===== src/rtl/dir_pkg.sv =====
package dir_pkg;

  typedef enum logic [1:0] {
    ST_I = 2'd0,
    ST_S = 2'd1,
    ST_M = 2'd2
  } cstate_t;

  typedef struct packed {
    logic    pend;
    cstate_t goal;
  } cwait_t;

  // a sibling may coexist with a holder of state y only at or below this
  function automatic cstate_t sibling_limit(cstate_t y);
    return (y == ST_M) ? ST_I : ST_S;
  endfunction

endpackage


===== src/rtl/dir_store.sv =====
module dir_store
  import dir_pkg::*;
#(
  parameter int N_CHILD = 4,
  parameter int ADDR_W  = 4,
  parameter int DATA_W  = 16
) (
  input  logic                  clk,
  input  logic [ADDR_W-1:0]     rd_addr,
  output logic [DATA_W-1:0]     rd_data,
  output cstate_t [N_CHILD-1:0] rd_dir,
  output cwait_t  [N_CHILD-1:0] rd_wait,
  input  logic                  wr_en,
  input  logic [ADDR_W-1:0]     wr_addr,
  input  cstate_t [N_CHILD-1:0] wr_dir,
  input  cwait_t  [N_CHILD-1:0] wr_wait,
  input  logic                  dat_we,
  input  logic [DATA_W-1:0]     dat_wdata
);
  localparam int DEPTH = 1 << ADDR_W;

  logic [DATA_W-1:0]     mem_q  [DEPTH];
  cstate_t [N_CHILD-1:0] dir_q  [DEPTH];
  cwait_t  [N_CHILD-1:0] wait_q [DEPTH];

  always_ff @(posedge clk) begin
    if (wr_en) begin
      dir_q[wr_addr]  <= wr_dir;
      wait_q[wr_addr] <= wr_wait;
    end
    if (dat_we) begin
      mem_q[wr_addr] <= dat_wdata;
    end
  end

  assign rd_data = mem_q[rd_addr];
  assign rd_dir  = dir_q[rd_addr];
  assign rd_wait = wait_q[rd_addr];

endmodule


===== src/rtl/dir_decide.sv =====
module dir_decide
  import dir_pkg::*;
#(
  parameter int N_CHILD = 4,
  localparam int CW = (N_CHILD > 1) ? $clog2(N_CHILD) : 1
) (
  input  cstate_t [N_CHILD-1:0] cur_dir,
  input  cwait_t  [N_CHILD-1:0] cur_wait,
  input  logic [CW-1:0]         req_child,
  input  cstate_t               req_goal,
  output logic                  grant,
  output logic                  dn_hit,
  output logic [CW-1:0]         dn_child,
  output cstate_t               dn_goal
);
  logic [N_CHILD-1:0] pend_v;
  logic [N_CHILD-1:0] block_v;
  logic [N_CHILD-1:0] elig_v;

  assign dn_goal = sibling_limit(req_goal);

  for (genvar i = 0; i < N_CHILD; i++) begin : g_child
    logic is_self;
    assign is_self    = (req_child == CW'(i));
    assign pend_v[i]  = cur_wait[i].pend;
    assign block_v[i] = !is_self && (cur_dir[i] > dn_goal);
    assign elig_v[i]  = block_v[i] && !pend_v[i];
  end

  assign grant  = (pend_v == '0) && (block_v == '0);
  assign dn_hit = (elig_v != '0);

  // lowest-numbered eligible sibling first
  always_comb begin
    dn_child = '0;
    for (int i = N_CHILD - 1; i >= 0; i--) begin
      if (elig_v[i]) dn_child = CW'(i);
    end
  end

endmodule


===== src/rtl/dir_home.sv =====
module dir_home
  import dir_pkg::*;
#(
  parameter int N_CHILD = 4,
  parameter int ADDR_W  = 4,
  parameter int DATA_W  = 16,
  localparam int CW     = (N_CHILD > 1) ? $clog2(N_CHILD) : 1,
  localparam int DEPTH  = 1 << ADDR_W
) (
  input  logic              clk,
  input  logic              rst,
  input  logic              ureq_valid,
  input  logic [CW-1:0]     ureq_child,
  input  logic [ADDR_W-1:0] ureq_addr,
  input  logic [1:0]        ureq_goal,
  output logic              ureq_take,
  input  logic              drsp_valid,
  input  logic [CW-1:0]     drsp_child,
  input  logic [ADDR_W-1:0] drsp_addr,
  input  logic [1:0]        drsp_state,
  input  logic [DATA_W-1:0] drsp_data,
  output logic              msg_valid,
  output logic              msg_grant,
  output logic [CW-1:0]     msg_child,
  output logic [ADDR_W-1:0] msg_addr,
  output logic [1:0]        msg_state,
  output logic [DATA_W-1:0] msg_data,
  output logic              msg_with_data
);
  logic              init_busy;
  logic [ADDR_W-1:0] init_idx;
  logic [ADDR_W-1:0] sel_addr;

  logic [DATA_W-1:0]     rd_data;
  cstate_t [N_CHILD-1:0] rd_dir;
  cwait_t  [N_CHILD-1:0] rd_wait;
  logic                  wr_en;
  cstate_t [N_CHILD-1:0] wr_dir;
  cwait_t  [N_CHILD-1:0] wr_wait;
  logic                  dat_we;
  logic [DATA_W-1:0]     dat_wdata;

  logic    grant, dn_hit;
  logic [CW-1:0] dn_child;
  cstate_t dn_goal;
  cstate_t req_goal, rsp_state;

  logic serve_rsp, serve_req, do_grant, do_dn;

  assign req_goal  = cstate_t'(ureq_goal);
  assign rsp_state = cstate_t'(drsp_state);

  assign sel_addr  = init_busy ? init_idx : (drsp_valid ? drsp_addr : ureq_addr);
  assign serve_rsp = !init_busy && drsp_valid;
  assign serve_req = !init_busy && !drsp_valid && ureq_valid;
  assign do_grant  = serve_req && grant;
  assign do_dn     = serve_req && !grant && dn_hit;
  assign ureq_take = do_grant;

  dir_store #(.N_CHILD(N_CHILD), .ADDR_W(ADDR_W), .DATA_W(DATA_W)) u_store (
    .clk      (clk),
    .rd_addr  (sel_addr),
    .rd_data  (rd_data),
    .rd_dir   (rd_dir),
    .rd_wait  (rd_wait),
    .wr_en    (wr_en),
    .wr_addr  (sel_addr),
    .wr_dir   (wr_dir),
    .wr_wait  (wr_wait),
    .dat_we   (dat_we),
    .dat_wdata(dat_wdata)
  );

  dir_decide #(.N_CHILD(N_CHILD)) u_decide (
    .cur_dir  (rd_dir),
    .cur_wait (rd_wait),
    .req_child(ureq_child),
    .req_goal (req_goal),
    .grant    (grant),
    .dn_hit   (dn_hit),
    .dn_child (dn_child),
    .dn_goal  (dn_goal)
  );

  // next directory entry: one read-modify-write per cycle
  always_comb begin
    wr_en     = 1'b0;
    dat_we    = 1'b0;
    wr_dir    = rd_dir;
    wr_wait   = rd_wait;
    dat_wdata = drsp_data;
    if (init_busy) begin
      wr_en     = 1'b1;
      dat_we    = 1'b1;
      dat_wdata = '0;
      wr_wait   = '0;
      for (int i = 0; i < N_CHILD; i++) wr_dir[i] = ST_I;
    end else if (serve_rsp) begin
      wr_en  = 1'b1;
      dat_we = (rd_dir[drsp_child] == ST_M);
      wr_dir[drsp_child] = rsp_state;
      if (rd_wait[drsp_child].pend && (rd_wait[drsp_child].goal >= rsp_state)) begin
        wr_wait[drsp_child] = '0;
      end
    end else if (do_grant) begin
      wr_en = 1'b1;
      wr_dir[ureq_child] = req_goal;
    end else if (do_dn) begin
      wr_en = 1'b1;
      wr_wait[dn_child].pend = 1'b1;
      wr_wait[dn_child].goal = dn_goal;
    end
  end

  always_ff @(posedge clk) begin
    if (rst) begin
      init_busy     <= 1'b1;
      init_idx      <= '0;
      msg_valid     <= 1'b0;
      msg_grant     <= 1'b0;
      msg_child     <= '0;
      msg_addr      <= '0;
      msg_state     <= '0;
      msg_data      <= '0;
      msg_with_data <= 1'b0;
    end else begin
      msg_valid <= do_grant || do_dn;
      if (init_busy) begin
        init_idx <= init_idx + 1'b1;
        if (init_idx == ADDR_W'(DEPTH - 1)) init_busy <= 1'b0;
      end
      if (do_grant) begin
        msg_grant     <= 1'b1;
        msg_child     <= ureq_child;
        msg_addr      <= ureq_addr;
        msg_state     <= ureq_goal;
        msg_data      <= rd_data;
        msg_with_data <= (rd_dir[ureq_child] == ST_I);
      end else if (do_dn) begin
        msg_grant     <= 1'b0;
        msg_child     <= dn_child;
        msg_addr      <= ureq_addr;
        msg_state     <= dn_goal;
        msg_data      <= '0;
        msg_with_data <= 1'b0;
      end
    end
  end

endmodule


===== config.mk =====
export PLATFORM = sky130hd
export DESIGN_NAME = dir_home
export DESIGN_NICKNAME = d
export VERILOG_FILES = /design/src/rtl/dir_pkg.sv /design/src/rtl/dir_store.sv /design/src/rtl/dir_decide.sv /design/src/rtl/dir_home.sv
export SDC_FILE = /design/constraint.sdc
export NUM_CORES = 1
export LEC_CHECK = 0
export ABC_AREA = 1
export BUFFER_PORTS_ARGS = -buffer_cell sky130_fd_sc_hd__buf_4
export CAP_MARGIN = 5
export CORE_ASPECT_RATIO = 0.9
export CORE_MARGIN = 4
export CORE_UTILIZATION = 62
export DETAILED_ROUTE_END_ITERATION = 7
export PLACE_DENSITY = 0.79
export SYNTH_ARGS = -nofsm -noshare
export SYNTH_HDL_FRONTEND = slang
export SYNTH_SLANG_ARGS = --single-unit

===== constraint.sdc =====
create_clock -name clk -period 5.6 [get_ports clk]
set_clock_uncertainty 0.15 [all_clocks]
set_input_delay 0.56 -clock clk [delete_from_list [all_inputs] [get_ports clk]]
set_output_delay 0.56 -clock clk [all_outputs]
set_load 0.1 [all_outputs]

# == Yosys cells after proc, flatten, opt, wreduce, memory -nomap -nowiden ==
# Memory sizes are Yosys's and may differ from the RTL's.
# Cells that the tools add are included.
# W data, S select, Z words.
# word_totals
ff_bits,32
ram_bits,576
out_inout_bits,28
elab_cells,128
n_memories,3
# op_classes
addsub,1
n_lt_le_gt_ge,11
eq_ne,6
muxes,59
n_bitwise,2
n_reduce_logical,37
# memory_table
memory,depth,width,read_ports,rd_clocked_by_memory_dff,wr,line_no,source
u_store.mem_q,16,16,1,0,1,dir_store.sv:22,logic [DATA_W-1:0] mem_q [DEPTH];
u_store.wait_q,16,12,1,0,1,dir_store.sv:24,cwait_t [N_CHILD-1:0] wait_q [DEPTH];
u_store.dir_q,16,8,1,0,1,dir_store.sv:23,cstate_t [N_CHILD-1:0] dir_q [DEPTH];
# ops
operator,count
$mux W12,5
$mux W16,3
$mux W2,13
$bwmux W12,2
$mux W8,3
$logic_and A1 B1 Y1,19
$demux W3 S2,3
$bwmux W8,2
$mux W1,16
$mux W4,4
$and A12 B12 Y12,1
$not A12 Y12,1
$logic_not A1 Y1,11
$lt A2 B3 Y1 const B,3
$mux W3,3
$bmux W2 S2,2
$demux W2 S2,2
$eq A2 B2 Y1 const B,4
$gt A2 B2 Y1,4
$logic_not A4 Y1,2
$bmux W3 S2,1
$ge A2 B1 Y1 const B,3
$add A4 B1 Y4 const B,1
$eq A4 B4 Y1 const B,1
other kinds (6),7

# == Logic depth before layout (Yosys ltp) ==
# Gate-level depths: netlist of run 1.
# An unclocked memory read counts as a cell.
# depth
word_depth,20
depth_mapped,28
depth_no_buf,25

# == Modules after synthesis ==
# From an unflattened synthesis of run 1, not the netlist that was laid out.
# unflattened
hier_cells,2855
area_unflattened_um2,27607.7
# modules_own_cells
module,instances,cells_per_inst,area_each_um2,seq_area_each_um2
dir_store,1,2377,24857.6,17296.6
dir_home,1,433,2488.6,640.6
dir_decide,1,45,261.5,0.0

# == Least setup slack after synthesis of run 1 ==
# Ideal clock, no wire load.
# synth_path
path_kind,input to register
from,in drsp_valid
to,mem u_store.dir_q[0][6] (netlist name) (data pin)
arrival_ps,4655
required_time_ps,5245
slack_ps,590
path_stages,21
n_path_buf,4
cell_sequence,buf_4 -> nor2_8 -> nand2_4 -> nand3_4 -> buf_6 -> buf_4 -> nor2_2 -> buf_2 -> a22oi_1 -> a21oi_1 -> nor2_2 -> ha_1 -> nor2_1 -> o21bai_1 -> nand2_1 -> nand3_2 -> nor3_2 -> nand2_1 -> o21ai_0 -> nand2_1 -> nand2_1
# synth_rtl
item,line_no,source
start: declaration,dir_home.sv:17,"input logic drsp_valid,"
end: declaration,dir_store.sv:23,

==> reports/qor.log, run 1 <==
qor: outcome.status finished clean
qor: setup_path.cp-end-kind flip-flop
qor: synth.synth.area.mux_share 0%
qor: final_layout.insertedDiodeCount 0
qor: placed_design.port-buffer-count 63
qor: clocking.htree_num_levels 2
qor: routing.drt_pre_antenna_iters 6
qor: placed_design.routabilityCongestion 0.984
qor: final_layout.layout_commonest_cell sky130_fd_sc_hd__edfxtp_1
qor: routing.num_vias 17000
qor: clocking.cts_inserted_buffers 56
qor: global_route.grt_max_degree 82
qor: floorplan.die_h 197 µm
qor: floorplan.die-area 42800 µm²
qor: setup_path.setup.worst_path.class reg -> reg
qor: synth.postSynthNetCount 2003
qor: final_layout.final.fill_count 2473
qor: synth.syn_avg_cell_area 12.5 µm²
qor: routing.antenna_violating_nets_post_route 0
qor: synth.synth_edf_count 576
qor: routing.wl_per_cell 25.3 µm
qor: synth.yosys.area_share.simple 11.6%
qor: floorplan.core.rowCount 68
qor: setup_path.critPathLaunchType flip-flop
qor: sta.postLayoutSetupSlackWorst 0.340 ns
qor: synth.post_synth_instance_area 24500 µm²
qor: synth.synth-async-reset-ratio 0%
qor: routing.drt-initial-drc-count 2869
qor: synth.yosysWarningCount 0
qor: power.power_density 349 nW/µm²
qor: clocking.cts_tree built
qor: clocking.post_cts_resized 0
qor: floorplan.die_w 218 µm
qor: sta.clock.fmax 190 MHz
qor: power.fin_total_pwr 9.68 mW
qor: clocking.path_clk_slew 0.07 ns
qor: synth.post_synth_inst_count 1962
qor: synth.post_synth_num_cell_types 43
qor: floorplan.design.portCount 64
qor: sta.number_of_pins_exceeding_their_max_slew_limit_in_the_final_report 0
qor: synth.synth-compound-area-share 10.5%
qor: power.p_leak 10.4 nW
qor: floorplan.fp.coreArea 38700 µm²
qor: clocking.clkLatencyLatePin 0.62 ns
qor: final_layout.final_nets 2106
qor: final_layout.layout-drive-gt1-share 13.8%
qor: routing.vias_per_cell 6.43
qor: sta.unrepaired_setup_endpoints_after_global_routing false
qor: routing.remaining_drc_errors 0
qor: clocking.clock_tree.buffer_depth 3
qor: sta.setup_viol 0
qor: final_layout.highest_count_cells_in_the_layout_ignoring_fill_and_taps 576 x sky130_fd_sc_hd__edfxtp_1, 397 x sky130_fd_sc_hd__nand2_1, 167 x sky130_fd_sc_hd__o22ai_1
qor: setup_path.timing.critical_path.arrival 5.45 ns
qor: sta.post-route-min-period 5.26 ns
qor: min_path.min_path_type in -> reg
qor: sta.finalHoldViolCount 0
qor: global_route.gr-total-overflow 0
qor: global_route.track_usage 30.9%
qor: sta.finalSetupTns 0 ns
qor: power.peakVddDrop 280 µV
qor: final_layout.final-instance-count-excl-fill 2636
qor: global_route.number_of_global_route_vias_before_repair 16100
qor: floorplan.initial_core_util 63.4%
qor: sta.worst_slew_margin_rel 31.5%
qor: final_layout.area_growth 13.1%
qor: sta.worst_slew_pin_slew 1.03 ns
qor: global_route.wire_length_of_the_first_global_routing_pass 99300 µm
qor: sta.final.period_utilization 93.9%
qor: placed_design.detailedPlace.worstSlack 0.186 ns
qor: clocking.cts_setup_buffers 0
qor: clocking.clock-sinks 608
qor: placed_design.placed_cell_area 25800 µm²
qor: placed_design.placedCellCount 2532
qor: clocking.quantity_of_hold_fixing_buffers_added_after_cts 0
qor: setup_path.critical_path_peak_fanout 17
qor: synth.synth_top_family_by_area simple AND/OR/NAND/NOR gates
qor: final_layout.final_area 27700 µm²
qor: synth.postSynth.topFlopCell sky130_fd_sc_hd__edfxtp_1
qor: placed_design.dpl_wire_length 39900 µm
qor: global_route.antenna_found_initial 1
qor: synth.yosys_register_bits 608
qor: synth.area_share_of_xor_xnor_cells_in_the_synthesized_design 0%
qor: clocking.clock_tree.root_cell sky130_fd_sc_hd__clkbuf_16
qor: synth.yosys.area_share.adder 0.255%
qor: run.max_cap_viol_count 0
qor: routing.drt-total-wl 66800 µm
qor: setup_path.critical_path_required 5.80 ns
qor: synth.yosysSeqAreaShare 73.1%
-- critical path, cell delays in order (launching register included) --
cell and delay, ns:
sky130_fd_sc_hd__dfxtp_2 0.51, sky130_fd_sc_hd__inv_4 0.15, sky130_fd_sc_hd__nand2_4 0.13, sky130_fd_sc_hd__inv_2 0.10
sky130_fd_sc_hd__nand2_1 0.08, sky130_fd_sc_hd__nand3_1 0.20, sky130_fd_sc_hd__nand2_2 0.15, sky130_fd_sc_hd__inv_1 0.28
sky130_fd_sc_hd__a22oi_1 0.24, sky130_fd_sc_hd__nand2_1 0.08, sky130_fd_sc_hd__nand2_1 0.07, sky130_fd_sc_hd__nand2_1 0.09
sky130_fd_sc_hd__nor2_2 0.39, sky130_fd_sc_hd__ha_1 0.32, sky130_fd_sc_hd__nor2_1 0.09, sky130_fd_sc_hd__o21bai_1 0.14
sky130_fd_sc_hd__nand3_1 0.23, sky130_fd_sc_hd__nand2_2 0.22, sky130_fd_sc_hd__inv_1 0.05, sky130_fd_sc_hd__nand2_1 0.07
sky130_fd_sc_hd__nand3_1 0.10, sky130_fd_sc_hd__nor2_1 0.44, sky130_fd_sc_hd__nand2_1 0.10, sky130_fd_sc_hd__nand2_1 0.08
sky130_fd_sc_hd__nand2_1 0.12, sky130_fd_sc_hd__inv_1 0.41
-- cell type report --
type	instances	area (µm²)	area share [%]
clock buffers	70	1520	5.46
repair buffers	142	1070	3.84
inverters	170	643	2.32
well taps	525	657	2.37
flip-flops and latches	608	17900	64.7
multi-input cells	1087	5560	20.0
clock inverters	34	360	1.30
-- layer usage --
layer | GRT usage [%] | part of all wire, %
met1 | 45.6 | 38
met2 | 47.0 | 46
met3 | 7.49 | 14
met4 | 8.50 | 2.5
met5 | 0 | 0.019
-- worst paths after layout --
kind | startpoint | to | slack [ns] | cells past startpoint
worst max-delay path | init_busy | u_store.wait_q[4][3] | 0.34 | 25
worst min-delay path | ureq_addr[2] | msg_addr[2] | 0.07 | 3
worst min register to register | msg_data[2] | msg_data[2] | 0.31 | 2
worst max register to register | init_busy | u_store.wait_q[4][3] | 0.34 | 25
-- kinds of logic after synthesis --
group,after synthesis
AO/OA/AOI/OAI,435
adder cells (fa/ha/maj),5
buffers and inverters,267
flip-flops,608
AND/OR/NAND/NOR,647
-- Yosys cell counts, types with 6 or more instances --
cell type,number,area (µm²)
sky130_fd_sc_hd__o21ai_0,143,716
sky130_fd_sc_hd__nor2_2,8,50.1
sky130_fd_sc_hd__dfxtp_1,32,641
sky130_fd_sc_hd__edfxtp_1,576,17300
sky130_fd_sc_hd__a21oi_1,54,270
sky130_fd_sc_hd__buf_4,6,45.0
sky130_fd_sc_hd__or2_0,6,37.5
sky130_fd_sc_hd__or2_2,10,62.6
sky130_fd_sc_hd__buf_1,6,22.5
sky130_fd_sc_hd__nand3_1,53,265
sky130_fd_sc_hd__buf_6,6,67.6
sky130_fd_sc_hd__o22ai_1,167,1040
sky130_fd_sc_hd__buf_2,35,175
sky130_fd_sc_hd__o211ai_1,6,45.0
sky130_fd_sc_hd__nand2_1,398,1490
sky130_fd_sc_hd__nand2_4,6,67.6
sky130_fd_sc_hd__nor3_1,9,45.0
sky130_fd_sc_hd__inv_1,163,612
sky130_fd_sc_hd__a22oi_1,49,368
sky130_fd_sc_hd__nand4_1,47,294
sky130_fd_sc_hd__nand2_2,7,43.8
sky130_fd_sc_hd__nor2_1,88,330
sky130_fd_sc_hd__o21ai_1,9,45.0
sky130_fd_sc_hd__clkbuf_1,44,165
-- power by group --
part           internal, mW  switching (mW)
Sequential             5.00          0.0240
Combinational         0.216           0.540
Clock                  2.24            1.66
-- flip-flops by register name (all words and copies together), names as in the netlist, 2 cells and up --
signal,flops
msg_data,16
init_idx,4
u_store.mem_q,256
u_store.wait_q,192
msg_addr,4
msg_child,2
u_store.dir_q,128
msg_state,2
-- through the flow --
step	hold slack, ns	utilization [%]
3_5_place_dp	0.304	66.7
2_1_floorplan	0.324	-
5_1_grt	0.0875	71.6
6_report	0.0670	71.6
3_3_place_gp	0.298	66.7
4_1_cts	0.0537	71.6
(Power assumes the default switching activity.)
==> inputs of run 2 (changes only) <==
--- a/config.mk
+++ b/config.mk
@@ -14,4 +14,5 @@
 export DETAILED_ROUTE_END_ITERATION = 7
 export PLACE_DENSITY = 0.79
+export REMOVE_ABC_BUFFERS = 1
 export SYNTH_ARGS = -nofsm -noshare
 export SYNTH_HDL_FRONTEND = slang
==> constraint.sdc (replaced) <==
create_clock -name clk -period 5.6 [get_ports clk]
set_clock_uncertainty 0.15 [all_clocks]
set_input_delay 1.12 -clock clk [delete_from_list [all_inputs] [get_ports clk]]
set_output_delay 1.12 -clock clk [all_outputs]
set_load 0.1 [all_outputs]
==> run 2 against run 1 <==
Global-route usage shrank 0.87 points. Fmax down 0.51%. Sequential share of layout area decreased by 0.93 points. Final area is 1.5% higher. Core utilization is 1.1 points higher. Routed wire length is 3.3% lower. Largest power group unchanged. Combinational power is 4.0% higher. Worst setup slack lost 0.027 ns. Die area unchanged. Flip-flop and latch count stayed put.
==> reports/qor.log, run 2 (synthesized netlist as in run 1, its figures left out) <==
qor: clocking.path_clk_slew 0.06 ns
qor: clocking.quantity_of_hold_fixing_buffers_added_after_cts 0
qor: floorplan.die_h 197 µm
qor: placed_design.detailedPlace.worstSlack -0.407 ns
qor: sta.setup_viol 0
qor: routing.antenna_violating_nets_post_route 0
qor: final_layout.final_nets 2125
qor: floorplan.initial_core_util 63.4%
qor: setup_path.timing.rr.start init_busy
qor: sta.final.period_utilization 94.4%
qor: global_route.grt.met2_usage 45.5%
qor: power.power.share.clock 40.1%
qor: outcome.status finished clean
qor: power.fin_total_pwr 9.70 mW
qor: placed_design.dpl_wire_length 36600 µm
qor: placed_design.routabilityCongestion 0.995
qor: min_path.timing.hold.worst_path_depth 2
qor: clocking.clock_tree.buffer_depth 3
qor: sta.unrepaired_setup_endpoints_after_global_routing false
qor: sta.postLayoutSetupSlackWorst 0.314 ns
qor: final_layout.highest_count_cells_in_the_layout_ignoring_fill_and_taps 576 x sky130_fd_sc_hd__edfxtp_1, 397 x sky130_fd_sc_hd__nand2_1, 167 x sky130_fd_sc_hd__o22ai_1
qor: power.p_leak 10.6 nW
qor: global_route.antenna_found_initial 1
qor: placed_design.placedCellCount 2551
qor: routing.num_vias 16600
qor: sta.worst_slew_margin_rel 27.0%
qor: clocking.clkLatencyLatePin 0.61 ns
qor: power.peakVddDrop 249 µV
qor: final_layout.final-instance-count-excl-fill 2656
qor: power.share_comb_of_total_power 8.1%
qor: sta.clock.fmax 189 MHz
qor: global_route.track_usage 30.0%
qor: floorplan.fp.coreArea 38700 µm²
qor: sta.hold_slack 0.323 ns
qor: final_layout.number_of_flip_flops_under_the_largest_register_name 256
qor: routing.vias_per_cell 6.25
qor: setup_path.worst-r2r-setup-slack 0.73 ns
qor: final_layout.top_register u_store.mem_q
qor: placed_design.port-buffer-count 63
qor: clocking.clock_tree.root_cell sky130_fd_sc_hd__clkbuf_16
qor: routing.remaining_drc_errors 0
qor: final_layout.area_growth 14.7%
qor: setup_path.setup.worst_path.class in -> out
qor: global_route.number_of_global_route_vias_before_repair 16000
qor: final_layout.layout_commonest_cell sky130_fd_sc_hd__edfxtp_1
qor: final_layout.util_after_layout 72.7%
qor: routing.wl_per_cell 24.3 µm
qor: global_route.grt_max_degree 115
qor: global_route.wire_length_of_the_first_global_routing_pass 96500 µm
qor: floorplan.design.portCount 64
qor: setup_path.r2r_end u_store.wait_q[1][11]
qor: setup_path.critical_path_required 4.33 ns
qor: power.power.net_switching 2.19 mW
qor: sta.finalHoldViolCount 0
qor: setup_path.ff2ff_path_depth 19
qor: setup_path.timing.critical_path.arrival 4.02 ns
qor: power.power_density 345 nW/µm²
qor: setup_path.worst_setup_path_endpoint ureq_take
qor: power.netSwitchingFraction 22.5%
qor: clocking.htree_num_levels 2
qor: global_route.gr-total-overflow 0
qor: routing.drt-initial-drc-count 2346
qor: min_path.min_path_type reg -> reg
qor: run.max_cap_viol_count 0
qor: sta.number_of_pins_exceeding_their_max_slew_limit_in_the_final_report 0
qor: final_layout.multi_input_comb_area 5540 µm²
qor: floorplan.core.rowCount 68
qor: global_route.busiest_layer met2
qor: power.internal-power 7.52 mW
qor: final_layout.final.fill_count 2436
qor: clocking.cts_setup_buffers 0
qor: setup_path.critical_path_peak_fanout 24
qor: final_layout.largestRegisters u_store.mem_q (256), u_store.wait_q (192), u_store.dir_q (128)
qor: clocking.cts_inserted_buffers 56
qor: final_layout.ff_latch_area 17900 µm²
qor: clocking.cts_tree built
qor: final_layout.layout-drive-gt1-share 14.7%
qor: global_route.globalRouteMet3Util 6.34%
qor: power.sequential_cell_fraction_of_total_power 51.8%
qor: setup_path.timing.critical_path.from drsp_valid
qor: sta.post-route-min-period 5.29 ns
qor: setup_path.critPathLaunchType input pin
qor: routing.drt_pre_antenna_iters 8
qor: floorplan.die_w 218 µm
qor: clocking.clock-sinks 608
qor: routing.drt-total-wl 64500 µm
qor: global_route.grt_util_met1 44.5%
qor: setup_path.cp-end-kind output port
qor: sta.worst_slew_pin_slew 1.10 ns
qor: floorplan.die-area 42800 µm²
run 2: cell types whose count changed in the layout (fill, tap and decap cells not counted), moves of 2 or more:
cell	previous run	this run
sky130_fd_sc_hd__clkbuf_8	4	6
sky130_fd_sc_hd__clkinvlp_4	2	0
sky130_fd_sc_hd__buf_12	0	21
sky130_fd_sc_hd__clkinv_2	8	13
sky130_fd_sc_hd__clkinv_1	14	10
sky130_fd_sc_hd__buf_4	142	139
run 2: final cells by class:
type                    count  area share, %
inverters                 170           2.29
repair buffers            161           5.24
flip-flops and latches    608           63.7
diodes                      1        0.00889
well taps                 525           2.33
multi-input cells        1087           19.7
clock inverters            33           1.23
clock buffers              71           5.47
run 2: critical path: stages:
cell,delay [ns]
sky130_fd_sc_hd__buf_4,0.19
sky130_fd_sc_hd__nand2_4,0.10
sky130_fd_sc_hd__inv_2,0.20
sky130_fd_sc_hd__nand2_1,0.08
sky130_fd_sc_hd__nand3_1,0.11
sky130_fd_sc_hd__nand2_2,0.14
sky130_fd_sc_hd__inv_1,0.09
sky130_fd_sc_hd__buf_4,0.30
sky130_fd_sc_hd__a22oi_1,0.12
sky130_fd_sc_hd__nand2_1,0.10
sky130_fd_sc_hd__nand2_1,0.06
sky130_fd_sc_hd__nand3_1,0.12
sky130_fd_sc_hd__nor2_2,0.05
sky130_fd_sc_hd__ha_1,0.28
sky130_fd_sc_hd__nor2_1,0.05
sky130_fd_sc_hd__o21bai_1,0.16
sky130_fd_sc_hd__nand2_1,0.10
sky130_fd_sc_hd__nand3_2,0.11
sky130_fd_sc_hd__nor3_2,0.24
sky130_fd_sc_hd__buf_6,0.27
run 2: what timing repair did:
action,4_1_cts,5_1_grt
gates resized for setup,1,4
gates cloned,0,0
endpoints found under the setup margin,17,1
run 2: layer usage:
layer  wire length [µm]  vias to the layer above
li1                   -                     7386
met1              25100                     7914
met2              29300                     1134
met3               8140                      153
met4               2000                        2
met5                 11                        -
run 2: how the worst min path moves through the flow:
stage                 start           end  slack, ns
5_1_grt        msg_state[1]  msg_state[1]       0.34
6_report       msg_data[10]  msg_data[10]       0.32
2_1_floorplan   init_idx[0]   init_idx[0]       0.32
3_5_place_dp    msg_data[5]   msg_data[5]       0.31
3_3_place_gp   msg_data[10]  msg_data[10]       0.30
4_1_cts        msg_data[10]  msg_data[10]       0.32
run 2: power groups by stage:
stage	logic (mW)	registers [mW]	clock network, mW
floorplan	0.443	5.11	0
global placement	0.749	5.11	0
global route	0.855	5.03	4.12
CTS	0.768	5.02	3.91
finish	0.787	5.02	3.89
detailed placement	0.761	5.12	0
run 2: through the flow:
step | setup TNS [ns] | instance area [µm²]
after detailed placement | -6.51 | 26200
after floorplan | -1461.83 | 24100
final | 0 | 28100
after CTS | 0 | 28100
after global routing | 0 | 28100
after global placement | -1.16 | 26200
